[src/rtl/bposit_pkg.sv]
package bposit_pkg;

    // Polarity of the leading regime run
    typedef enum logic {
        RUN_ZEROS = 1'b0,
        RUN_ONES  = 1'b1
    } run_pol_e;

    // Format constants shared by the decoder hierarchy
    localparam int unsigned BP_EXP_BITS = 5;
    localparam int unsigned BP_RUN_MAX  = 6;

endpackage

[src/rtl/bposit_run_detect.sv]
module bposit_run_detect
    import bposit_pkg::*;
#(
    parameter int unsigned RUN_MAX = BP_RUN_MAX,
    localparam int unsigned LEN_W  = $clog2(RUN_MAX + 1)
) (
    input  logic [RUN_MAX-1:0] head_i,   // top RUN_MAX bits of the body
    output run_pol_e           pol_o,
    output logic [LEN_W-1:0]   len_o     // run length, 1..RUN_MAX
);

    logic alive;

    always_comb begin
        pol_o = run_pol_e'(head_i[RUN_MAX-1]);
        len_o = '0;
        alive = 1'b1;
        for (int i = 0; i < RUN_MAX; i++) begin
            if (alive && (head_i[RUN_MAX-1-i] == head_i[RUN_MAX-1])) begin
                len_o = len_o + LEN_W'(1);
            end else begin
                alive = 1'b0;
            end
        end
    end

endmodule

[src/rtl/bposit_field_mux.sv]
module bposit_field_mux #(
    parameter int unsigned BODY_W  = 31,
    parameter int unsigned RUN_MAX = 6,
    localparam int unsigned LEN_W  = $clog2(RUN_MAX + 1)
) (
    input  logic [BODY_W-1:0] body_i,
    input  logic [LEN_W-1:0]  run_len_i,
    output logic [BODY_W-1:0] aligned_o   // exponent now at the top
);

    // Regime bits consumed: run plus terminator, or RUN_MAX when capped
    logic [LEN_W-1:0]  consumed;
    logic [BODY_W-1:0] cand [2:RUN_MAX];

    always_comb begin
        if (run_len_i == LEN_W'(RUN_MAX)) begin
            consumed = LEN_W'(RUN_MAX);
        end else begin
            consumed = run_len_i + LEN_W'(1);
        end
    end

    // One fixed shift per legal regime length
    for (genvar g = 2; g <= RUN_MAX; g++) begin : g_shift
        assign cand[g] = body_i << g;
    end

    always_comb begin
        aligned_o = cand[2];
        for (int k = 2; k <= RUN_MAX; k++) begin
            if (consumed == LEN_W'(k)) begin
                aligned_o = cand[k];
            end
        end
    end

endmodule

[src/rtl/bposit_decoder.sv]
module bposit_decoder
    import bposit_pkg::*;
#(
    parameter int unsigned WIDTH   = 32,
    parameter int unsigned EXP_W   = BP_EXP_BITS,
    parameter int unsigned RUN_MAX = BP_RUN_MAX,
    localparam int unsigned BODY_W  = WIDTH - 1,
    localparam int unsigned FBITS   = WIDTH - 1 - EXP_W - 2,
    localparam int unsigned FRAC_W  = FBITS + 1,
    localparam int unsigned LEN_W   = $clog2(RUN_MAX + 1),
    localparam int unsigned RV_W    = $clog2(RUN_MAX) + 1,
    localparam int unsigned SCALE_W = RV_W + EXP_W
) (
    input  logic               clk,
    input  logic               rst_n,
    input  logic [WIDTH-1:0]   word_i,
    output logic               sign_o,
    output logic               zero_o,
    output logic               nar_o,
    output logic [SCALE_W-1:0] scale_o,
    output logic [FRAC_W-1:0]  frac_o
);

    localparam int SCALE_MIN = -(int'(RUN_MAX) * (1 << EXP_W));
    localparam int SCALE_MAX = (int'(RUN_MAX) * (1 << EXP_W)) - 1;

    typedef struct packed {
        logic               sign;
        logic               zero;
        logic               nar;
        logic [SCALE_W-1:0] scale;
        logic [FRAC_W-1:0]  frac;
    } dec_t;

    dec_t dec_d, dec_q;

    logic [WIDTH-1:0]        mag;
    logic [BODY_W-1:0]       body;
    run_pol_e                run_pol;
    logic [LEN_W-1:0]        run_len;
    logic [BODY_W-1:0]       aligned;
    logic signed [RV_W-1:0]  regime;
    logic                    is_zero;
    logic                    is_nar;

    // Magnitude: two's complement of the whole word when negative
    always_comb begin
        if (word_i[WIDTH-1]) begin
            mag = ~word_i + WIDTH'(1);
        end else begin
            mag = word_i;
        end
        body = mag[BODY_W-1:0];
    end

    bposit_run_detect #(
        .RUN_MAX (RUN_MAX)
    ) u_run (
        .head_i (body[BODY_W-1 -: RUN_MAX]),
        .pol_o  (run_pol),
        .len_o  (run_len)
    );

    bposit_field_mux #(
        .BODY_W  (BODY_W),
        .RUN_MAX (RUN_MAX)
    ) u_mux (
        .body_i    (body),
        .run_len_i (run_len),
        .aligned_o (aligned)
    );

    // Next-state computation
    always_comb begin
        is_zero = (word_i == '0);
        is_nar  = (word_i == {1'b1, {BODY_W{1'b0}}});

        if (run_pol == RUN_ONES) begin
            regime = RV_W'({1'b0, run_len}) - RV_W'(1);
        end else begin
            regime = -RV_W'({1'b0, run_len});
        end

        dec_d.sign = word_i[WIDTH-1];
        dec_d.zero = is_zero;
        dec_d.nar  = is_nar;
        // scale = regime * 2^EXP_W + exponent, a plain concatenation
        dec_d.scale = {regime, aligned[BODY_W-1 -: EXP_W]};
        dec_d.frac  = {1'b1, aligned[BODY_W-1-EXP_W -: FBITS]};

        if (is_zero || is_nar) begin
            dec_d.scale = '0;
            dec_d.frac  = '0;
        end
    end

    always_ff @(posedge clk or negedge rst_n) begin
        if (!rst_n) begin
            dec_q <= '0;
        end else begin
            dec_q <= dec_d;
        end
    end

    assign sign_o  = dec_q.sign;
    assign zero_o  = dec_q.zero;
    assign nar_o   = dec_q.nar;
    assign scale_o = dec_q.scale;
    assign frac_o  = dec_q.frac;

    AST_SIGN_FOLLOWS: assert property (@(posedge clk) disable iff (!rst_n)
        $past(rst_n) |-> (sign_o == $past(word_i[WIDTH-1])));

    AST_ZERO_CLEAN: assert property (@(posedge clk) disable iff (!rst_n)
        zero_o |-> (!nar_o && !sign_o && scale_o == '0 && frac_o == '0));

    AST_NAR_CLEAN: assert property (@(posedge clk) disable iff (!rst_n)
        nar_o |-> (!zero_o && sign_o && scale_o == '0 && frac_o == '0));

    AST_SCALE_BOUND: assert property (@(posedge clk) disable iff (!rst_n)
        ($signed(scale_o) >= SCALE_MIN) && ($signed(scale_o) <= SCALE_MAX));

    AST_HIDDEN_ONE: assert property (@(posedge clk) disable iff (!rst_n)
        $past(rst_n) && !zero_o && !nar_o |-> frac_o[FRAC_W-1]);

endmodule

[config.mk]
export PLATFORM = sky130hd
export DESIGN_NAME = bposit_decoder
export DESIGN_NICKNAME = d
export VERILOG_FILES = /design/src/rtl/bposit_pkg.sv /design/src/rtl/bposit_run_detect.sv /design/src/rtl/bposit_field_mux.sv /design/src/rtl/bposit_decoder.sv
export SDC_FILE = /design/constraint.sdc
export NUM_CORES = 1
export LEC_CHECK = 0
export BUFFER_PORTS_ARGS = -buffer_cell sky130_fd_sc_hd__buf_2
export CAP_MARGIN = 0
export CELL_PAD_IN_SITES_DETAIL_PLACEMENT = 0
export CELL_PAD_IN_SITES_GLOBAL_PLACEMENT = 1
export CORE_UTILIZATION = 35
export CTS_BUF_LIST = sky130_fd_sc_hd__clkbuf_8
export CTS_CLUSTER_SIZE = 40
export DETAILED_ROUTE_END_ITERATION = 10
export GPL_TIMING_DRIVEN = 0
export HOLD_SLACK_MARGIN = 0.12
export PLACE_DENSITY = 0.72
export SLEW_MARGIN = 30
export SYNTH_ARGS = -nofsm -noshare
export SYNTH_HDL_FRONTEND = slang
export SYNTH_HIERARCHICAL = 1
export SYNTH_SLANG_ARGS = --single-unit
[constraint.sdc]
create_clock -name clk -period 0.8 [get_ports clk]
set_clock_uncertainty 0.05 [all_clocks]
set_input_delay 0.04 -clock clk [delete_from_list [all_inputs] [get_ports clk]]
set_output_delay 0.04 -clock clk [all_outputs]
set_load 0.01 [all_outputs]
==> results of run 1 <==
-- what timing repair did --
item,CTS,global route
buffers inserted,34,22
pin swaps,32,10
hold endpoints to repair,39,37
endpoints found under the setup margin,73,73
gates cloned,2,0
resized for setup,108,60
-- metal layers --
layer,GRT usage,wire length (um),vias to the layer above
met5,0,0,-
li1,-,-,2095
met3,0.0340,861,27
met1,0.323,6720,2195
met2,0.393,7120,201
met4,0.0800,335,0
-- stage by stage --
| step | util | hold slack [ps] |
|---|---|---|
| 2_1_floorplan | - | -306 |
| 3_5_place_dp | 0.431 | 156 |
| 4_1_cts | 0.509 | -187 |
| 6_report | 0.534 | -212 |
| 3_3_place_gp | 0.431 | 130 |
| 5_1_grt | 0.534 | -144 |
-- worst max-delay path by stage --
stage | start | end | slack (ps)
floorplan | word_i[19] | frac_o[16] | -3100
global placement | word_i[2] | frac_o[17] | -3900
detailed placement | word_i[2] | frac_o[17] | -3870
CTS | word_i[18] | frac_o[18] | -2870
global route | word_i[18] | frac_o[23] | -3000
finish | word_i[18] | frac_o[23] | -2900
-- state kept, by name (all words and copies together), names as in the netlist --
| name | cells |
|---|---|
| frac_o | 25 |
| nar_o | 1 |
| scale_o | 9 |
| sign_o | 1 |
| zero_o | 1 |
-- placed cells by master, fill, tap and decap left out, drive strengths merged, types with 3 or more instances in the layout --
master and n:
a22oi 24, nand3 5, clkbuf 22, nor3 6
nor2 13, or3 25, o221ai 22, nor4 8
mux2i 3, xnor2 30, dfrtp 37, inv 7
clkinv 3, nor2b 25, nand2 15, buf 147
o21ai 36, or4 10, and2 34, a21oi 10
o31ai 11, nand2b 9, a2bb2oi 23, o41ai 6
mux2 48, xor2 5, ha 5
-- where the power goes --
part | internal (mW) | switching, mW
combinational | 4.59 | 4.38
sequential | 2.62 | 0.156
clock | 0.603 | 0.758
total | 7.81 | 5.30
-- worst max-delay path, stage by stage --
cell and delay [ps]:
buf_8 90, or4_4 530, nand4b_4 290, buf_6 200
o41ai_4 260, xnor2_2 210, nand2_2 130, a2bb2oi_4 190
buf_6 130, buf_8 110, clkbuf_16 140, inv_6 50
ha_4 230, clkbuf_16 180, or3_4 380, mux2_4 290
o221ai_2 140, o21ai_1 110, and2_4 140
-- final cells by class --
| cell class | instances | area share |
|---|---|---|
| multi-input combinational | 396 | 0.595 |
| inverter | 8 | 0.00767 |
| clock inverter | 3 | 0.00282 |
| timing repair buffer | 120 | 0.140 |
| buffer | 46 | 0.0650 |
| tap | 143 | 0.0288 |
| sequential | 37 | 0.149 |
| clock buffer | 5 | 0.0111 |
==> impl_metrics.toml, run 1 <==
[outcome]
status = "complete, but fails checks"
violations = "design-rule violations, negative hold slack, negative setup slack"

[layout]
syn_to_final_growth_pct = 45.8
drive_gt1_frac = 0.553
final-seq-area_sq_um = 926
multi_input_area_sq_um = 3690
fin_area_sq_um = 6200
n_fill_cell = 1063
fin_cells = 758
n_antenna_cell = 0
nets = 653

[synth]
yosysWarnings = 6
synthCells = 488
syn_area_per_cell_sq_um = 8.72
syn_nets = 527
syn_area_sq_um = 4260

[route]
via_count = 4518
drc = 3
avgViaCountPerCell = 5.96
detail-route-antenna-nets = 0
wl_per_cell_um = 19.8
dr.first_iter.drc_count = 414
drt-total-wl_um = 15000
dr.pass1.iters = 8

[timing]
hold_violations = 37
hold_ws_ps = -212
rsz0062_at_grt = "yes"
fmax_ghz = 0.271
worst_slack_ps = -2900
worst_pin_slew_ps = 873
finalSetupViolations = 73
fin_tns_setup_ps = -99590
finalWorstPathRequiredPeriod_ps = 3700
relSlewSlack = 0.414
slew_viol_final = 0
period_share = 4.62

[cts]
clock-sinks = 37
cts_htree_levels = 2
hold_buffers = 1
cts-root-buf = "clkbuf_8"
cts_tree = "built"
cts_buffers = 5
clockBufferDepth = 2
clk_pin_slew_ps = 80

[global_routing]
grt_pass1_vias = 4425
grt_overflow_total = 0
grt_pass1_wl_um = 23800
antenna_found_initial = 0
gr-usage-all-layers = 0.239
grt_max_degree = 38

[floorplanning]
chipHeight_um = 112
die_w_um = 112
start_util = 0.366
ios = 71
core_area_sq_um = 11600
dieArea_sq_um = 12600
row_count = 39

[worst_setup_path]
arrival_ps = 3840
crit_fanout = 10
path_class = "in -> reg"
critPathLaunchType = "primary input"
required_ps = 940
critPathCaptureType = "flip-flop"

[place]
gp_congestion = 0.915
io_buffers = 70
hpwl_um = 10100
post-place-ws_ps = -3870
place_area_sq_um = 5000
place_inst = 701

[power]
peakVddDrop_mv = 0.725
power_mw = 13.1
p_leak_nw = 2.48
p_per_area_nw_per_um2 = 2110

[worst_hold_path]
hold_class = "in -> async"

[job]
drv_cap = 0
No activity file was read; power rests on OpenSTA's default activity.
==> run 2, diff against run 1 <==
==> constraint.sdc (replaced) <==
create_clock -name clk -period 3.5 [get_ports clk]
set_clock_uncertainty 0.05 [all_clocks]
set_input_delay 0.175 -clock clk [delete_from_list [all_inputs] [get_ports clk]]
set_output_delay 0.175 -clock clk [all_outputs]
set_load 0.01 [all_outputs]
==> impl_metrics.toml, run 2 (synthesized netlist as in run 1, its figures left out) <==
[route]
via_count = 4455
wl_met1_um = 6440
highest_layer = "met4"
wl_per_cell_um = 19.4
avgViaCountPerCell = 5.93
met3RoutedLength_um = 880
dr.first_iter.drc_count = 397
met2_wirelength_um = 7030
dr.pass1.iters = 8
detail-route-antenna-nets = 0
drt-total-wl_um = 14600
drc = 3

[place]
hpwl_um = 10200
place_inst = 701
post-place-ws_ps = -1300
io_buffers = 70
gp_congestion = 0.847

[worst_setup_path]
required_ps = 3640
critPathCaptureType = "flip-flop"
path_class = "in -> reg"
cpPeakStageDelay_ps = 520
critPathLaunchType = "primary input"
path_cells = "buf_8, or4_4, nand4b_4, buf_4, o41ai_4, xnor2_1, nand2_2, a2bb2oi_4, buf_6, buf_8, clkbuf_16, inv_6, ha_4, clkbuf_8, or3_4, mux2_2, o221ai_2, o21ai_1, and2_4"
cpMaxStageDelayCell = "or4_4"
crit_fanout = 10
arrival_ps = 4000
worstSetupStartpoint = "word_i[18]"
cpMostUsedCell = "buf_8"

[layout]
drive_gt1_frac = 0.549
n_fill_cell = 1070
fin_cells = 751
n_antenna_cell = 0
nets = 646
final_cell_mix = "75 x buf_2, 43 x mux2_2, 41 x buf_4"
syn_to_final_growth_pct = 42.3
largest_reg_flops = 25
final_common_cell = "buf_2"

[timing]
relSlewSlack = 0.377
slew_viol_final = 0
finalWorstPathRequiredPeriod_ps = 3860
fmax_ghz = 0.259
worst_slack_ps = -357
finalSetupViolations = 29
worst_pin_slew_ps = 928
rsz0062_at_grt = "yes"
fin_tns_setup_ps = -8520
period_share = 1.10
hold_violations = 0

[power]
peakVddDrop_mv = 0.163
p_per_area_nw_per_um2 = 498
power_mw = 3.01
p_leak_nw = 2.39

[floorplanning]
chipHeight_um = 112
start_util = 0.366
core_area_sq_um = 11600
row_count = 39
dieArea_sq_um = 12600
ios = 71
die_w_um = 112

[global_routing]
gr-usage-all-layers = 0.232
grt_overflow_total = 0
grt_pass1_vias = 4341
antenna_found_initial = 0
grt_max_degree = 38
grt_pass1_wl_um = 23200

[cts]
cts_buffers = 5
clockBufferDepth = 2
cts-root-buf = "clkbuf_8"
cts_htree_levels = 2
clock-sinks = 37
clk_pin_slew_ps = 70
cts_tree = "built"

[worst_hold_path]
hold_class = "in -> reg"
min-delay-start = "word_i[31]"

[outcome]
violations = "design-rule violations, negative setup slack"
status = "complete, but fails checks"

[job]
drv_cap = 0
## run 2: changes by cell type in the layout (fill, tap and decap cells not counted), moves of 3 or more
cell,previous run,this run
a22oi_1,16,5
a22oi_2,8,19
buf_6,30,20
buf_4,36,41
nor2_1,8,11
nor2_4,3,0
## run 2: report_power, final
part | total (mW) | switching, mW | leakage (nW) | internal, mW
logic | 2.08 | 1.01 | 1.91 | 1.06
registers | 0.634 | 0.0346 | 0.444 | 0.600
clock network | 0.303 | 0.166 | 0.0439 | 0.138
total | 3.01 | 1.21 | 2.39 | 1.80
## run 2: per-layer routing
metal  up-vias  track usage
met5         -            0
met4         0       0.0667
met3        16       0.0265
met2       185        0.384
met1      2178        0.319
li1       2076            -
## run 2: area by class of cell
type,count,area [sq um],area share
inverters,8,35.0,0.00579
well taps,143,179,0.0296
clock inverters,3,17.5,0.00289
plain buffers,46,410,0.0678
clock buffers,5,68.8,0.0114
flip-flops and latches,37,926,0.153
multi-input cells,396,3680,0.608
repair buffers,113,738,0.122
## run 2: worst paths after layout
path                         endpoint  slack, ps  cells past startpoint
setup / recovery           frac_o[23]       -360                     19
hold / removal                  nar_o        180                      3
max in group asynchronous   frac_o[8]       2740                      2
min in group asynchronous   frac_o[9]        330                      2
## run 2: worst max-delay path: cells and delay by family
kind | cells | cell delay (ps)
compound gates | 4 | 790
xor+xnor | 1 | 230
simple gates | 5 | 1410
buf+inv | 7 | 870
fa+ha+maj | 1 | 230
mux | 1 | 280
## run 2: stage by stage
stage / cell area, sq um / hold slack [ps] / util
global route: 6050 / 199 / 0.521
floorplan: 4470 / -171 / -
detailed placement: 5000 / 287 / 0.431
finish: 6050 / 185 / 0.521
CTS: 5690 / 168 / 0.490
global placement: 5000 / 265 / 0.431
## run 2: repair_timing
action	CTS	global route
hold endpoints to repair	38	0
endpoints found under the setup margin	29	29
resized for setup	75	60
setup buffers	30	9
cloned	2	0
pin swaps	29	24
hold buffers	2	0
